===== src/rtl/clk_div_sync.sv =====
module clk_div_sync #(
  parameter int LOCK_CNT = 4,
  parameter int SEL_W    = 2
) (
  input  logic               clk,
  input  logic               rst_n,
  input  logic               bypass,
  input  logic               stuff_en,
  input  logic               resync_in,
  input  logic               pll_lock_raw,
  input  logic [SEL_W-1:0]   presc_sel,
  output logic               en_1x,
  output logic               en_2x,
  output logic               en_4x,
  output logic               stuff_slot,
  output logic               clk1x_out,
  output logic               lock_pin,
  output logic [(1<<SEL_W)-1:0] presc_ratio
);
  localparam int RATIO_W = 1 << SEL_W;
  localparam int LCW     = $clog2(LOCK_CNT + 1);

  logic [1:0]     phase;
  logic [1:0]     rs_sync;
  logic           rs_prev;
  logic [1:0]     lk_sync;
  logic [LCW-1:0] lk_cnt;
  logic           lock_ok;
  logic           rs_rise;
  logic [1:0]     last_ph;

  assign rs_rise = rs_sync[1] & ~rs_prev;
  assign last_ph = stuff_en ? 2'd3 : 2'd1;

  always_ff @(posedge clk or negedge rst_n) begin
    if (!rst_n) begin
      rs_sync <= '0;
      rs_prev <= 1'b0;
    end else begin
      rs_sync <= {rs_sync[0], resync_in};
      rs_prev <= rs_sync[1];
    end
  end

  always_ff @(posedge clk or negedge rst_n) begin
    if (!rst_n)
      phase <= '0;
    else if (bypass && rs_rise)
      phase <= '0;
    else if (phase >= last_ph)
      phase <= '0;
    else
      phase <= phase + 2'd1;
  end

  always_ff @(posedge clk or negedge rst_n) begin
    if (!rst_n) begin
      lk_sync <= '0;
      lk_cnt  <= '0;
    end else begin
      lk_sync <= {lk_sync[0], pll_lock_raw};
      if (!lk_sync[1])
        lk_cnt <= '0;
      else if (lk_cnt != LCW'(LOCK_CNT))
        lk_cnt <= lk_cnt + LCW'(1);
    end
  end

  assign lock_ok     = (lk_cnt == LCW'(LOCK_CNT));
  assign en_1x       = (phase == 2'd0);
  assign en_2x       = stuff_en ? ~phase[0] : 1'b1;
  assign en_4x       = stuff_en;
  assign stuff_slot  = stuff_en & phase[0];
  assign clk1x_out   = stuff_en ? ~phase[1] : ~phase[0];
  assign lock_pin    = bypass ? clk1x_out : lock_ok;
  assign presc_ratio = RATIO_W'(1) << presc_sel;
endmodule


===== config.mk =====
export PLATFORM = sky130hd
export DESIGN_NAME = clk_div_sync
export DESIGN_NICKNAME = d
export VERILOG_FILES = /design/src/rtl/clk_div_sync.sv
export SDC_FILE = /design/constraint.sdc
export NUM_CORES = 1
export LEC_CHECK = 0
export BUFFER_PORTS_ARGS = -buffer_cell sky130_fd_sc_hd__buf_4
export CORE_AREA = 2 2 39 41
export CTS_CLUSTER_SIZE = 12
export DETAILED_ROUTE_END_ITERATION = 10
export DIE_AREA = 0 0 41 43
export GPL_ROUTABILITY_DRIVEN = 0
export SYNTH_ARGS = -nofsm -noshare
export SYNTH_HDL_FRONTEND = slang
export SYNTH_SLANG_ARGS = --single-unit

===== constraint.sdc =====
create_clock -name clk -period 1.3 [get_ports clk]
set_input_delay 0.26 -clock clk [delete_from_list [all_inputs] [get_ports clk]]
set_output_delay 0.26 -clock clk [all_outputs]
set_load 0.01 [all_outputs]

==> impl_metrics.json <==
{
  "status": "complete, but fails checks",
  "violations": "negative setup slack",
  "r2r_start": "phase[0]$_DFF_PN0_",
  "netlist-cell-type-count": 20,
  "critPathRequiredTime_ps": 1040,
  "die_h_um": 43,
  "timing.final.crit_share_pct": 118,
  "p_leak_nw": 0.396,
  "initialDrtViolationCount": 0,
  "grt_overflow_total": 0,
  "dr.pass1.iters": 1,
  "start_kind": "register",
  "setup_viol": 4,
  "postRouteAntennaNets": 0,
  "drv_cap": 0,
  "min_period_ps": 1530,
  "grt_util_all_layers_pct": 12.2,
  "synth_edf_count": 0,
  "synth-main-ff-cell": "dfrtp_1",
  "tritoncts": "built",
  "final_cells": 85,
  "syn_nets": 54,
  "vias": 384,
  "slew_violations": 0,
  "worstHoldStart": "pll_lock_raw",
  "rr_worst_depth": 4,
  "cts_sinks": 10,
  "syn_avg_cell_area_um2": 11.7,
  "ir_worst_vdd_uv": 805,
  "syn_inst": 42,
  "grt_first_pass_wirelength_um": 1430,
  "drt_wl_total_um": 901,
  "relSlewSlack_pct": 84.8,
  "reg2reg_slack_ps": 90,
  "worstHoldPathType": "primary input to register",
  "hold-path-cell-count": 1,
  "p_total_w": 0.00124,
  "worst_slew_pin_slew_ps": 228,
  "setup_ws_ps": -228,
  "die_area_mm2": 0.00176,
  "cp_data_arrival_time_ps": 1270,
  "grt_pass1_vias": 370,
  "numPortBuffers": 17,
  "drc": 0,
  "yosysSeqAreaShare_pct": 51.0,
  "final_util_pct": 55.9,
  "area_delta_synth_final_pct": 57.7,
  "io-pin-count": 18,
  "nets": 83,
  "synthArstFlopShare_pct": 100,
  "clock_skew_ps": 3.90,
  "syn_area_um2": 490,
  "r2r-end": "phase[1]$_DFF_PN0_",
  "clk_pin_slew_ps": 60,
  "drive_gt1_share_pct": 53.6,
  "final.fill_count": 131,
  "die-width_um": 41,
  "ys_seq_elements": 10,
  "diodes": 0,
  "clkLatencyLatePin_ps": 260,
  "hold_viol_final": 0,
  "dp.cells": 77,
  "critPathKind": "register to primary output",
  "core_region_area_mm2": 0.00138,
  "htreeDepth": 1,
  "cts_made_buffers": 3,
  "synth_warnings": 0,
  "viasPerCell": 4.52,
  "floorplan.rows": 14,
  "powerDensity_mw_per_mm2": 1600,
  "whs_endpoint": "lk_sync[0]$_DFF_PN0_",
  "cp_max_fo": 2,
  "fmax_mhz": 654,
  "antenna_found_initial": 0,
  "cp-end-kind": "primary output",
  "grt_max_degree": 11,
  "rsz0062_at_grt": "true",
  "timing.hold.ws_ps": 109,
  "dpl.hpwl_um": 632,
  "post_drt_wl_per_cell_um": 10.6,
  "initial_core_util_pct": 35.4,
  "cts-root-buf": "clkbuf_4",
  "clockBufferDepth": 2
}
## timing repair
action                                 CTS  global route
cloned                                   0             0
hold buffers                             1             0
endpoints found under the hold margin   10             0
setup endpoints to repair                4             7
pin swaps                                2             5
buffers inserted                         3             2
resized for setup                        9             7
## cell usage after synthesis (all sizes together) (2+ instances only)
cell type	instances	area, um^2
inv	8	30.0
and3b	2	21.3
nor2b	2	12.5
o21a	2	15.0
and3	2	12.5
dfrtp	10	250
ha	4	50.1
## where the power goes
part	internal [W]	leakage, nW	switching, W
registers	0.000360	0.122	0.0000408
clock network	0.000106	0.0138	0.0000942
logic	0.000372	0.260	0.000266
total	0.000838	0.396	0.000401
## kinds of logic after synthesis
logic type / count (synthesis) / synth area share, %
mux: 1 / 2.81
compound gates: 8 / 15.1
buf+inv: 9 / 7.65
fa+ha+maj: 4 / 10.2
flops: 10 / 51.0
simple gates: 10 / 13.3
## flip-flops by register name, indices dropped and copies added (netlist names)
signal,flops
rs_prev,1
lk_sync,2
phase,2
rs_sync,2
lk_cnt,3
## worst max-delay path, stage by stage, from the launching register on
cell and delay (ps):
dfrtp_1 350, inv_1 50, ha_2 160, and3b_1 170, a21o_1 160, buf_6 110
## final cells by class
type / count / area [um^2] / share of cell area [%]
Tap cell: 16 / 20.0 / 2.59
Inverter: 8 / 32.5 / 4.21
Clock buffer: 3 / 22.5 / 2.91
Sequential cell: 10 / 250 / 32.4
Timing Repair Buffer: 25 / 213 / 27.5
Multi-Input combinational cell: 23 / 235 / 30.4
## worst max path at each step
stage	from	slack, ps	end
final	lk_cnt[1]$_DFFE_PN0P_	-230	lock_pin
after floorplan	lk_cnt[0]$_DFFE_PN0P_	60	lock_pin
after global routing	lk_cnt[1]$_DFFE_PN0P_	-300	lock_pin
after CTS	lk_cnt[1]$_DFFE_PN0P_	-220	lock_pin
after global placement	lk_cnt[0]$_DFFE_PN0P_	40	lock_pin
after detailed placement	lk_cnt[1]$_DFFE_PN0P_	20	lock_pin
## cells in the final DEF (no fill, tap or decap), types with 2 or more instances in the layout
cell / netlist / final
ha_1: 4 / 2
inv_1: 8 / 6
clkbuf_4: 0 / 3
nor2b_1: 2 / 2
dfrtp_1: 10 / 10
buf_6: 0 / 6
and3_4: 0 / 2
o21a_1: 2 / 2
buf_4: 1 / 18
## through the flow
step	TNS, ps	setup WS [ps]	cell area, um^2
after floorplan	0	60.6	490
after global placement	0	36.5	653
after detailed placement	0	23.3	653
after CTS	-228	-225	736
after global routing	-557	-298	773
final	-354	-228	773
## per-layer routing
metal / vias to the layer above / part of all wire (%) / GRT usage [%]
li1: 193 / - / -
met1: 176 / 47 / 14.5
met2: 15 / 48 / 18.4
met3: 0 / 5.4 / 4.71
met4: 0 / 0 / 6.00
met5: - / 0 / 0
No activity file was read; power rests on OpenSTA's default activity.
